--- config.mk ---
export PLATFORM = sky130hd
export DESIGN_NAME = cpwm_top
export DESIGN_NICKNAME = d
export VERILOG_FILES = /design/src/rtl/cpwm_pkg.sv /design/src/rtl/cpwm_timebase.sv /design/src/rtl/cpwm_regs.sv /design/src/rtl/cpwm_action.sv /design/src/rtl/cpwm_top.sv
export SDC_FILE = /design/constraint.sdc
export NUM_CORES = 1
export LEC_CHECK = 0
export BUFFER_PORTS_ARGS = -buffer_cell sky130_fd_sc_hd__buf_4
export CORE_MARGIN = 1.5
export CORE_UTILIZATION = 60
export DETAILED_ROUTE_END_ITERATION = 6
export HOLD_SLACK_MARGIN = 0.15
export PLACE_DENSITY = 0.78
export SLEW_MARGIN = 20
export SYNTH_ARGS = -nofsm -noshare
export SYNTH_HDL_FRONTEND = slang
export SYNTH_SLANG_ARGS = --single-unit
--- constraint.sdc ---
create_clock -name clk -period 8.93 [get_ports clk]
set_input_delay 1.786 -clock clk [delete_from_list [all_inputs] [get_ports clk]]
set_output_delay 1.786 -clock clk [all_outputs]
set_load 0.01 [all_outputs]
--- src/rtl/cpwm_pkg.sv ---
package cpwm_pkg;

  localparam int ADDR_W = 3;

  localparam logic [ADDR_W-1:0] A_PERIOD = 3'd0;
  localparam logic [ADDR_W-1:0] A_CMPA   = 3'd1;
  localparam logic [ADDR_W-1:0] A_CMPB   = 3'd2;
  localparam logic [ADDR_W-1:0] A_FINE   = 3'd3;
  localparam logic [ADDR_W-1:0] A_ACTION = 3'd4;
  localparam logic [ADDR_W-1:0] A_CONFIG = 3'd5;

  typedef enum logic [1:0] {
    ACT_NONE   = 2'd0,
    ACT_LOW    = 2'd1,
    ACT_HIGH   = 2'd2,
    ACT_TOGGLE = 2'd3
  } act_e;

  // zero action sits at the least significant end
  typedef struct packed {
    act_e cbd;
    act_e cbu;
    act_e cad;
    act_e cau;
    act_e prd;
    act_e zro;
  } act_t;

  localparam int ACT_W = $bits(act_t);

  typedef struct packed {
    logic [1:0] emode;
    logic [1:0] fsel;
    logic [1:0] csel;
  } cfg_t;

  localparam int CFG_W = $bits(cfg_t);

  // load-event decode shared by coarse and fine selects
  function automatic logic load_hit(input logic [1:0] sel, input logic z, input logic p);
    case (sel)
      2'd0:    return z;
      2'd1:    return p;
      default: return z | p;
    endcase
  endfunction

  function automatic logic apply_act(input act_e a, input logic cur);
    case (a)
      ACT_LOW:    return 1'b0;
      ACT_HIGH:   return 1'b1;
      ACT_TOGGLE: return ~cur;
      default:    return cur;
    endcase
  endfunction

endpackage

--- src/rtl/cpwm_timebase.sv ---
module cpwm_timebase #(
  parameter int CW = 16
) (
  input  logic          clk,
  input  logic          rst_n,
  input  logic [CW-1:0] per_i,
  output logic [CW-1:0] ctr_o,
  output logic          dir_up_o,
  output logic          at_zero_o,
  output logic          at_per_o,
  output logic          run_o
);

  localparam logic [CW-1:0] ONE = CW'(1);

  logic [CW-1:0] ctr_q, ctr_d;
  logic          dir_q, dir_d;

  // next state: dir_q is the direction that produced the current count
  always_comb begin
    ctr_d = ctr_q;
    dir_d = dir_q;
    if (per_i == '0) begin
      ctr_d = '0;
      dir_d = 1'b0;
    end else if (dir_q) begin
      if (ctr_q >= per_i) begin
        ctr_d = ctr_q - ONE;
        dir_d = 1'b0;
      end else begin
        ctr_d = ctr_q + ONE;
      end
    end else begin
      if (ctr_q == '0) begin
        ctr_d = ONE;
        dir_d = 1'b1;
      end else begin
        ctr_d = ctr_q - ONE;
      end
    end
  end

  always_ff @(posedge clk or negedge rst_n) begin
    if (!rst_n) begin
      ctr_q <= '0;
      dir_q <= 1'b0;
    end else begin
      ctr_q <= ctr_d;
      dir_q <= dir_d;
    end
  end

  assign ctr_o     = ctr_q;
  assign dir_up_o  = dir_q;
  assign at_zero_o = (ctr_q == '0);
  assign at_per_o  = (ctr_q == per_i);
  assign run_o     = (per_i != '0);

  AST_CTR_STEP: assert property (@(posedge clk) disable iff (!rst_n)
    (ctr_q != '0) |=> (ctr_q == $past(ctr_q) + ONE) || (ctr_q == $past(ctr_q) - ONE));

  AST_TURN_AT_PERIOD: assert property (@(posedge clk) disable iff (!rst_n)
    (per_i != '0 && ctr_q == per_i) |=> (ctr_q < $past(ctr_q)));

  AST_HOLD_IDLE: assert property (@(posedge clk) disable iff (!rst_n)
    (per_i == '0) |=> (ctr_q == '0));

endmodule

--- src/rtl/cpwm_regs.sv ---
module cpwm_regs
  import cpwm_pkg::*;
#(
  parameter int DW = 16,
  parameter int CW = 16,
  parameter int FW = 8
) (
  input  logic              clk,
  input  logic              rst_n,
  input  logic              wr_en,
  input  logic [ADDR_W-1:0] wr_addr,
  input  logic [DW-1:0]     wr_data,
  input  logic              at_zero_i,
  input  logic              at_per_i,
  output logic [CW-1:0]     per_o,
  output logic [CW-1:0]     cmpa_o,
  output logic [CW-1:0]     cmpb_o,
  output logic [FW-1:0]     fine_o,
  output act_t              act_o,
  output logic [1:0]        emode_o
);

  logic [CW-1:0] per_sh_q, cmpa_sh_q, cmpb_sh_q;
  logic [FW-1:0] fine_sh_q;
  logic [CW-1:0] per_q, cmpa_q, cmpb_q;
  logic [FW-1:0] fine_q;
  act_t          act_q;
  cfg_t          cfg_q;

  logic wr_per, wr_cmpa, wr_cmpb, wr_fine, wr_act, wr_cfg;
  logic ld_per, ld_crs, ld_fin;

  // write decode and load-event enables
  always_comb begin
    wr_per  = wr_en && (wr_addr == A_PERIOD);
    wr_cmpa = wr_en && (wr_addr == A_CMPA);
    wr_cmpb = wr_en && (wr_addr == A_CMPB);
    wr_fine = wr_en && (wr_addr == A_FINE);
    wr_act  = wr_en && (wr_addr == A_ACTION);
    wr_cfg  = wr_en && (wr_addr == A_CONFIG);
    ld_per  = at_zero_i;
    ld_crs  = load_hit(cfg_q.csel, at_zero_i, at_per_i);
    ld_fin  = load_hit(cfg_q.fsel, at_zero_i, at_per_i);
  end

  always_ff @(posedge clk or negedge rst_n) begin
    if (!rst_n) begin
      per_sh_q  <= '0;
      cmpa_sh_q <= '0;
      cmpb_sh_q <= '0;
      fine_sh_q <= '0;
      act_q     <= '0;
      cfg_q     <= '0;
    end else begin
      if (wr_per)  per_sh_q  <= wr_data[CW-1:0];
      if (wr_cmpa) cmpa_sh_q <= wr_data[CW-1:0];
      if (wr_cmpb) cmpb_sh_q <= wr_data[CW-1:0];
      if (wr_fine) fine_sh_q <= wr_data[DW-1 -: FW];
      if (wr_act)  act_q     <= act_t'(wr_data[ACT_W-1:0]);
      if (wr_cfg)  cfg_q     <= cfg_t'(wr_data[CFG_W-1:0]);
    end
  end

  always_ff @(posedge clk or negedge rst_n) begin
    if (!rst_n) begin
      per_q  <= '0;
      cmpa_q <= '0;
      cmpb_q <= '0;
      fine_q <= '0;
    end else begin
      if (ld_per) per_q <= per_sh_q;
      if (ld_crs) begin
        cmpa_q <= cmpa_sh_q;
        cmpb_q <= cmpb_sh_q;
      end
      if (ld_fin) fine_q <= fine_sh_q;
    end
  end

  assign per_o   = per_q;
  assign cmpa_o  = cmpa_q;
  assign cmpb_o  = cmpb_q;
  assign fine_o  = fine_q;
  assign act_o   = act_q;
  assign emode_o = cfg_q.emode;

  AST_ACTIVE_HOLD: assert property (@(posedge clk) disable iff (!rst_n)
    !(at_zero_i || at_per_i) |=> ($stable(cmpa_o) && $stable(cmpb_o) && $stable(fine_o)));

  AST_PERIOD_AT_ZERO: assert property (@(posedge clk) disable iff (!rst_n)
    !at_zero_i |=> $stable(per_o));

endmodule

--- src/rtl/cpwm_action.sv ---
module cpwm_action
  import cpwm_pkg::*;
#(
  parameter int CW = 16,
  parameter int FW = 8
) (
  input  logic          clk,
  input  logic          rst_n,
  input  logic [CW-1:0] ctr_i,
  input  logic          dir_up_i,
  input  logic          at_zero_i,
  input  logic          at_per_i,
  input  logic          run_i,
  input  logic [CW-1:0] cmpa_i,
  input  logic [CW-1:0] cmpb_i,
  input  logic [FW-1:0] fine_i,
  input  act_t          act_i,
  input  logic [1:0]    emode_i,
  output logic          pwm_o,
  output logic          edge_stb_o,
  output logic          edge_sel_o,
  output logic [FW-1:0] edge_fine_o
);

  logic          out_q, out_d;
  logic          stb_q, sel_q;
  logic [FW-1:0] fine_q;

  logic ev_zro, ev_prd, ev_cau, ev_cad, ev_cbu, ev_cbd;
  act_e act_sel;
  logic rise, fall, chg, pick;

  always_comb begin
    ev_zro = run_i && at_zero_i;
    ev_prd = run_i && at_per_i;
    ev_cau = run_i &&  dir_up_i && (ctr_i == cmpa_i);
    ev_cad = run_i && !dir_up_i && (ctr_i == cmpa_i);
    ev_cbu = run_i &&  dir_up_i && (ctr_i == cmpb_i);
    ev_cbd = run_i && !dir_up_i && (ctr_i == cmpb_i);

    // lowest priority first, later lines override
    act_sel = ACT_NONE;
    if (ev_cau && act_i.cau != ACT_NONE) act_sel = act_i.cau;
    if (ev_cad && act_i.cad != ACT_NONE) act_sel = act_i.cad;
    if (ev_cbu && act_i.cbu != ACT_NONE) act_sel = act_i.cbu;
    if (ev_cbd && act_i.cbd != ACT_NONE) act_sel = act_i.cbd;
    if (ev_zro && act_i.zro != ACT_NONE) act_sel = act_i.zro;
    if (ev_prd && act_i.prd != ACT_NONE) act_sel = act_i.prd;

    out_d = apply_act(act_sel, out_q);
    rise  =  out_d && !out_q;
    fall  = !out_d &&  out_q;
    chg   = rise || fall;
    case (emode_i)
      2'd1:    pick = rise;
      2'd2:    pick = fall;
      2'd3:    pick = chg;
      default: pick = 1'b0;
    endcase
  end

  always_ff @(posedge clk or negedge rst_n) begin
    if (!rst_n) begin
      out_q  <= 1'b0;
      stb_q  <= 1'b0;
      sel_q  <= 1'b0;
      fine_q <= '0;
    end else begin
      out_q  <= out_d;
      stb_q  <= chg;
      sel_q  <= pick;
      fine_q <= pick ? fine_i : '0;
    end
  end

  assign pwm_o       = out_q;
  assign edge_stb_o  = stb_q;
  assign edge_sel_o  = sel_q;
  assign edge_fine_o = fine_q;

  AST_STB_ON_CHANGE: assert property (@(posedge clk) disable iff (!rst_n)
    (pwm_o != $past(pwm_o)) |-> edge_stb_o);

  AST_QUIET_IDLE: assert property (@(posedge clk) disable iff (!rst_n)
    !run_i |=> $stable(pwm_o));

  AST_PRD_LOW_WINS: assert property (@(posedge clk) disable iff (!rst_n)
    (run_i && at_per_i && act_i.prd == ACT_LOW) |=> !pwm_o);

  AST_PRD_HIGH_WINS: assert property (@(posedge clk) disable iff (!rst_n)
    (run_i && at_per_i && act_i.prd == ACT_HIGH) |=> pwm_o);

endmodule

--- src/rtl/cpwm_top.sv ---
module cpwm_top
  import cpwm_pkg::*;
#(
  parameter int DW = 16,
  parameter int CW = 16,
  parameter int FW = 8
) (
  input  logic              clk,
  input  logic              rst_n,
  input  logic              wr_en,
  input  logic [ADDR_W-1:0] wr_addr,
  input  logic [DW-1:0]     wr_data,
  output logic              pwm_o,
  output logic              edge_stb_o,
  output logic              edge_sel_o,
  output logic [FW-1:0]     edge_fine_o
);

  logic [1:0]    rst_sync_q;
  logic          rst_sn;
  logic [CW-1:0] per, cmpa, cmpb, ctr;
  logic [FW-1:0] fine;
  act_t          act;
  logic [1:0]    emode;
  logic          dir_up, at_zero, at_per, run;

  // asynchronous assertion, synchronous release
  always_ff @(posedge clk or negedge rst_n) begin
    if (!rst_n) rst_sync_q <= 2'b00;
    else        rst_sync_q <= {rst_sync_q[0], 1'b1};
  end
  assign rst_sn = rst_sync_q[1];

  cpwm_timebase #(.CW(CW)) u_tb (
    .clk      (clk),
    .rst_n    (rst_sn),
    .per_i    (per),
    .ctr_o    (ctr),
    .dir_up_o (dir_up),
    .at_zero_o(at_zero),
    .at_per_o (at_per),
    .run_o    (run)
  );

  cpwm_regs #(.DW(DW), .CW(CW), .FW(FW)) u_regs (
    .clk      (clk),
    .rst_n    (rst_sn),
    .wr_en    (wr_en),
    .wr_addr  (wr_addr),
    .wr_data  (wr_data),
    .at_zero_i(at_zero),
    .at_per_i (at_per),
    .per_o    (per),
    .cmpa_o   (cmpa),
    .cmpb_o   (cmpb),
    .fine_o   (fine),
    .act_o    (act),
    .emode_o  (emode)
  );

  cpwm_action #(.CW(CW), .FW(FW)) u_act (
    .clk        (clk),
    .rst_n      (rst_sn),
    .ctr_i      (ctr),
    .dir_up_i   (dir_up),
    .at_zero_i  (at_zero),
    .at_per_i   (at_per),
    .run_i      (run),
    .cmpa_i     (cmpa),
    .cmpb_i     (cmpb),
    .fine_i     (fine),
    .act_i      (act),
    .emode_i    (emode),
    .pwm_o      (pwm_o),
    .edge_stb_o (edge_stb_o),
    .edge_sel_o (edge_sel_o),
    .edge_fine_o(edge_fine_o)
  );

endmodule

==> flow_metrics.tcl, run 1 <==
set metrics [dict create \
    post-route-period-util_pct 43.81 \
    h-tree-depth 4 \
    synthSimpleGateAreaFrac_pct 9.042 \
    final_area_sq_um 8782 \
    hold_ws_ns 0.2856 \
    drv_slew 0 \
    cts_tree "built" \
    cpPeakStageDelay_ns 0.96 \
    slew_headroom_pct 29.82 \
    drive_above_1_share_pct 34.20 \
    synthesis.area_sq_um 7874 \
    synth_top_area_share_pct 50.85 \
    wirelength_um 18060 \
    worstMarginPinSlew_ns 1.049 \
    min_path_type "flop to async pin" \
    yosys-top-cells-area "dfrtp_1 (51%), mux2_2 (15%), mux2_4 (5.7%)" \
    cts_root_buf "clkbuf_16" \
    vdd_ir_drop_max_mv 0.1916 \
    synth_top_cell_by_area "dfrtp_1" \
    dieArea_sq_um 13820 \
    syn_area_per_cell_sq_um 12.64 \
    first_global_vias 5431 \
    hold_violations 0 \
    clkTransAtPathRegs_ns 0.07 \
    cts_made_buffers 17 \
    grtUsageTotal_pct 27.50 \
    synth_nets 663 \
    grt_setup_unrepaired "no" \
    crit_fanout 19 \
    power.density_nw_per_um2 303.7 \
    synth_fa_ha_area_share_pct 2.860 \
    setup_tns_ns 0 \
    grt_max_degree 84 \
    firstDrtPassIters 5 \
    vias_per_cell 6.225 \
    async_reset_ff_share_pct 100.0 \
    clkLatencyLatePin_ns 0.43 \
    finalPower_mw 2.667 \
    synth_edf_count 0 \
    fin_crit_ns 3.912 \
    fin_skew_ns 0.01019 \
    dp_hpwl_um 12000 \
    ctsLongestPathBuffers 2 \
    crit_slowest_cell "nor2_1" \
    rows 41 \
    start_kind "flop" \
    synth_cell_type_count 67 \
    start_util_pct 61.89 \
    synth_mux_area_share_pct 20.98 \
    ys_ff_latch 160 \
    dp_cells 794 \
    post_cts_resized 0 \
    synth-compound-area-share_pct 8.215 \
    r2r_slack_ns 5.02 \
    drv_cap 0 \
    core_area_sq_um 12720 \
    grt.overflow.total 0 \
    die_h_um 117.6 \
    wl_per_cell_um 21.83 \
    ant_nets 0 \
    area_growth_pct 11.54 \
    p_leak_nw 4.062 \
    synth_xor_area_share_pct 4.227 \
    antenna_found_initial 0 \
    status "completed" \
    endpoint_kind "flop" \
    diodes 0 \
    ys.flop_type "dfrtp_1" \
    gp_congestion 0.8564 \
    syn_inst 623 \
    worstSetupPathType "flop to flop" \
    die_w_um 117.6 \
    ios 33 \
    layout.cells.non_filler 827 \
    ys_seq_area_share_pct 50.85 \
    synth_top_family_by_area "multiplexers" \
    required_ns 9.27 \
    postCtsSetupBuffers 0 \
    place_area_sq_um 8185 \
    cts_hold_buf 0 \
    grt_pass1_wl_um 29370 \
    drc_errors 0 \
    drt_iter0_markers 446 \
    cp_cell_sequence "ha_1 -> a21oi_1 -> nor2b_1 -> o31ai_1 -> nand4_1 -> nor2_1 -> o21ai_0 -> a31oi_1" \
    port_buffers 32 \
    vias 5148 \
    clock-sinks 160 \
    fmax_mhz 255.6 \
    finalNetCount 682 \
    worstPathArrival_ns 4.25 \
    finalSetupViolCount 0 \
    n_fill_cell 912 \
    ys.warnings.count 0 \
]
==> state kept, by name, summed over array words and instances, names as in the netlist <==
signal	cells
u_regs.cmpa_o	16
u_regs.cmpa_sh_q	16
u_regs.cmpb_o	16
u_regs.cmpb_sh_q	16
u_regs.per_o	16
u_regs.per_sh_q	16
u_tb.ctr_o	16
u_regs.act_o	12
u_act.edge_fine_o	8
u_regs.fine_o	8
u_regs.fine_sh_q	8
u_regs.cfg_q	4
rst_sync_q	2
u_regs.emode_o	2
u_act.edge_sel_o	1
u_act.edge_stb_o	1
u_act.pwm_o	1
u_tb.dir_up_o	1
==> per-layer routing <==
metal | share of wire, % | GRT usage, % | vias to the layer above
met3 | 6.1 | 5.911 | 39
li1 | - | - | 2296
met5 | 0 | 0 | -
met2 | 48 | 43.79 | 198
met4 | 2.2 | 10.82 | 0
met1 | 43 | 37.16 | 2615
==> critical path: cells and delay by family (launching register included) <==
family / cells / cell delay (ns)
AO/OA/AOI/OAI: 4 / 0.98
AND/OR/NAND/NOR: 3 / 1.75
adder cells (fa/ha/maj): 1 / 0.38
flip-flops: 1 / 0.71
==> through the flow <==
stage	worst slack, ns	util (%)
after floorplan	4.142	-
after CTS	5.267	68.79
after global placement	5.363	64.34
after global routing	4.864	69.03
final	5.018	69.03
after detailed placement	5.253	64.34
==> synthesized netlist by cell type (2+ instances only) <==
cell / number
dfrtp_1: 160
mux2_2: 104
mux2_4: 30
inv_1: 26
clkbuf_1: 24
nand2_1: 22
xnor2_1: 20
ha_1: 18
xor2_1: 18
nor2_1: 15
a21oi_1: 13
nand4_1: 13
nor3_1: 12
nor4_1: 12
nand3_1: 10
a21boi_1: 9
buf_2: 7
and3_1: 6
buf_6: 6
nand2b_1: 6
o21ai_0: 6
a211oi_1: 5
o31ai_1: 5
a221oi_1: 4
nor3b_1: 4
o32a_1: 4
a21o_1: 3
a22oi_1: 3
a2bb2oi_1: 3
a31oi_1: 3
mux2i_1: 3
o2111ai_1: 3
or2_2: 3
or3_1: 3
a22o_1: 2
nand4b_1: 2
nor4_2: 2
nor4b_1: 2
o21ai_2: 2
o22ai_1: 2
o2bb2ai_1: 2
==> power breakdown <==
| group | internal (mW) | switching, mW |
|---|---|---|
| clock | 0.386 | 0.312 |
| sequential | 0.910 | 0.253 |
| combinational | 0.415 | 0.390 |
| total | 1.71 | 0.956 |
==> path summary, 6_finish.rpt <==
path | startpoint | to | cells after the start
worst min-delay path | rst_sync_q[1] | u_regs.act_o[10] | 0
worst max register to register | u_tb.ctr_o[3] | u_tb.ctr_o[6] | 8
worst min register to register | rst_sync_q[1] | u_regs.act_o[10] | 0
worst max-delay path | u_tb.ctr_o[3] | u_tb.ctr_o[6] | 8
min in group clk | rst_sync_q[0] | rst_sync_q[1] | 0
max in group asynchronous | rst_sync_q[1] | u_regs.cmpb_sh_q[8] | 2
==> logic make-up (layout without fill, tap and decap cells) <==
group                      after synthesis  after routing
muxes                                  137            137
DFF                                    160            160
xor gates and xnor gates                38             38
and+or+nand+nor                        122            122
AOI/OAI and AO/OA                       83             83
buffers and inverters                   64             96
adders and majority gates               18             18
other                                    1              1
==> layout by cell type, fill, tap and decap left out, drive strengths merged, types with 4 or more instances in the layout <==
cell and instances:
xnor2 20, a21boi 9, nand2 23, xor2 18
buf 38, nor3b 5, ha 18, o31ai 5
inv 32, a21oi 13, o32a 4, nand4 13
nor3 12, clkbuf 21, nand2b 6, o21ai 9
nor4 15, mux2 134, dfrtp 160, a211oi 5
or2 4, nand3 10, nor2 15, and3 7
a221oi 4
==> cell type report <==
class	count	area (sq um)	share of cell area, %
Sequential cell	160	4008	45.63
Multi-Input combinational cell	399	3593	40.92
Clock buffer	21	470.5	5.357
Timing Repair Buffer	38	301.5	3.434
Tap cell	172	215.2	2.450
Inverter	26	97.59	1.111
Clock inverter	11	96.34	1.097
Note: power is estimated with default switching activity, not from simulation.
==> inputs of run 2 (changes only) <==
--- a/config.mk
+++ b/config.mk
@@ -7,10 +7,10 @@
 export LEC_CHECK = 0
 export BUFFER_PORTS_ARGS = -buffer_cell sky130_fd_sc_hd__buf_4
 export CORE_MARGIN = 1.5
-export CORE_UTILIZATION = 60
+export CORE_UTILIZATION = 56
 export DETAILED_ROUTE_END_ITERATION = 6
 export HOLD_SLACK_MARGIN = 0.15
-export PLACE_DENSITY = 0.78
+export PLACE_DENSITY = 0.76
 export SLEW_MARGIN = 20
 export SYNTH_ARGS = -nofsm -noshare
 export SYNTH_HDL_FRONTEND = slang
==> constraint.sdc (replaced) <==
create_clock -name clk -period 3.3 [get_ports clk]
set_input_delay 0.66 -clock clk [delete_from_list [all_inputs] [get_ports clk]]
set_output_delay 0.66 -clock clk [all_outputs]
set_load 0.01 [all_outputs]
==> run 2 against run 1 <==
  * Flip-flop and latch count stayed put
  * Largest power group unchanged
  * Cell count is 3.4% higher
  * Maximum frequency is 26% higher
  * Clock-buffer cell count is 3 lower
  * Hold slack better by 0.065 ns
==> flow_metrics.tcl, run 2 (synthesis results as in run 1) <==
set metrics [dict create \
    most-common-layout-cells "dfrtp_1 (159), mux2_2 (104), buf_4 (57)" \
    hold_violations 0 \
    place_area_sq_um 8366 \
    rows 43 \
    die_w_um 121.6 \
    start_util_pct 56.95 \
    worstMarginPinSlew_ns 0.9131 \
    grtUsageTotal_pct 26.25 \
    drc_errors 0 \
    firstDrtPassIters 5 \
    clkTransAtPathRegs_ns 0.07 \
    post-route-period-util_pct 94.23 \
    clock-sinks 160 \
    fin_crit_ns 3.110 \
    diodes 0 \
    cts_tree "built" \
    dp_hpwl_um 12300 \
    clkLatencyLatePin_ns 0.43 \
    worst_slack_ns 0.1903 \
    power_frac_seq_pct 39.7 \
    internal_power_mw 4.842 \
    status "completed" \
    crit_fanout 11 \
    gr-usage-met3_pct 5.665 \
    cts_root_buf "clkbuf_16" \
    final_common_cell "dfrtp_1" \
    busiest_layer "met2" \
    required_ns 3.64 \
    grt_pass1_wl_um 29080 \
    cts_made_buffers 17 \
    slew_headroom_pct 39.13 \
    die_h_um 121.6 \
    p_leak_nw 4.175 \
    worstSetupPathType "flop to flop" \
    vdd_ir_drop_max_mv 0.4493 \
    grt.overflow.total 0 \
    wl_per_cell_um 20.89 \
    seqCellArea_sq_um 4008 \
    endpoint_kind "flop" \
    ios 33 \
    antenna_found_initial 0 \
    drive_above_1_share_pct 36.15 \
    worstPathArrival_ns 3.45 \
    final_area_sq_um 8965 \
    dieArea_sq_um 14780 \
    ctsLongestPathBuffers 2 \
    finalSetupViolCount 0 \
    post-route-util_pct 64.84 \
    clkPwrFrac_pct 26.2 \
    drv_cap 0 \
    h-tree-depth 4 \
    min_path_type "flop to flop" \
    multiInputGateArea_sq_um 3591 \
    area_growth_pct 13.86 \
    grt_use_met2_pct 42.13 \
    setup_tns_ns 0 \
    port_buffers 32 \
    n_fill_cell 966 \
    switching_share_pct 35.48 \
    core_area_sq_um 13830 \
    start_kind "flop" \
    fmax_mhz 321.6 \
    vias 5238 \
    drt_iter0_markers 382 \
    drv_slew 0 \
    power.density_nw_per_um2 837.0 \
    gp_congestion 0.8599 \
    vias_per_cell 6.126 \
    finalNetCount 703 \
    grt_max_degree 69 \
    wirelength_um 17870 \
    combPwrFrac_pct 34.1 \
    grt_setup_unrepaired "no" \
    grt_use_met1_pct 34.55 \
    post-place-ws_ns 0.1901 \
    fin_skew_ns 0.006089 \
    p_sw_mw 2.662 \
    first_global_vias 5546 \
    ant_nets 0 \
]
-- run 2: final timing paths --
path	cells after the start	end	slack, ns	startpoint
worst min-delay path	0	rst_sync_q[1]	0.35	rst_sync_q[0]
worst max-delay path	7	u_act.edge_fine_o[0]	0.19	u_tb.ctr_o[2]
min in group asynchronous	0	u_regs.per_sh_q[0]	0.47	rst_sync_q[1]
max in group asynchronous	1	u_tb.ctr_o[9]	1.83	rst_sync_q[1]
worst min register to register	0	rst_sync_q[1]	0.35	rst_sync_q[0]
worst max register to register	7	u_act.edge_fine_o[0]	0.19	u_tb.ctr_o[2]
-- run 2: power groups by stage --
stage / sequential, mW / clock [mW] / combinational [mW]
finish: 2.98 / 1.96 / 2.56
global route: 3.04 / 2.07 / 2.80
CTS: 2.97 / 1.98 / 2.53
detailed placement: 2.99 / 0 / 2.50
global placement: 2.97 / 0 / 2.39
floorplan: 2.77 / 0 / 1.97
-- run 2: cell type report --
cell class / count / share of cell area [%]
repair buffers: 59 / 5.108
well taps: 180 / 2.512
inverters: 26 / 1.089
flip-flops and latches: 160 / 44.70
clock inverters: 13 / 1.745
multi-input cells: 399 / 40.06
clock buffers: 18 / 4.787
-- run 2: per-stage QoR --
stage / std cells / total power [mW] / hold slack, ns
4_1_cts: 855 / 7.480 / 0.3525
6_report: 855 / 7.504 / 0.3509
5_1_grt: 855 / 7.906 / 0.3540
3_5_place_dp: 823 / 5.493 / 0.3371
2_1_floorplan: 623 / 4.740 / 0.3311
3_3_place_gp: 823 / 5.352 / 0.3457
-- run 2: critical path, cell delays in order (launching register included) --
cell and delay (ns):
dfrtp_1 0.69, xor2_1 0.16, nor4_1 0.57, nand4_1 0.44, o32a_1 0.45, a22oi_1 0.21, o211ai_2 0.25, a21boi_1 0.23
-- run 2: per-layer routing --
layer	wire, um	up-vias
met5	0	-
met2	8693	157
met4	510	0
li1	-	2346
met1	7723	2696
met3	938	39
-- run 2: repair_timing --
item	4_1_cts	5_1_grt
setup endpoints to repair	0	17
resized for setup	0	1
endpoints found under the hold margin	2	0
setup buffers	0	0
hold buffers	1	0
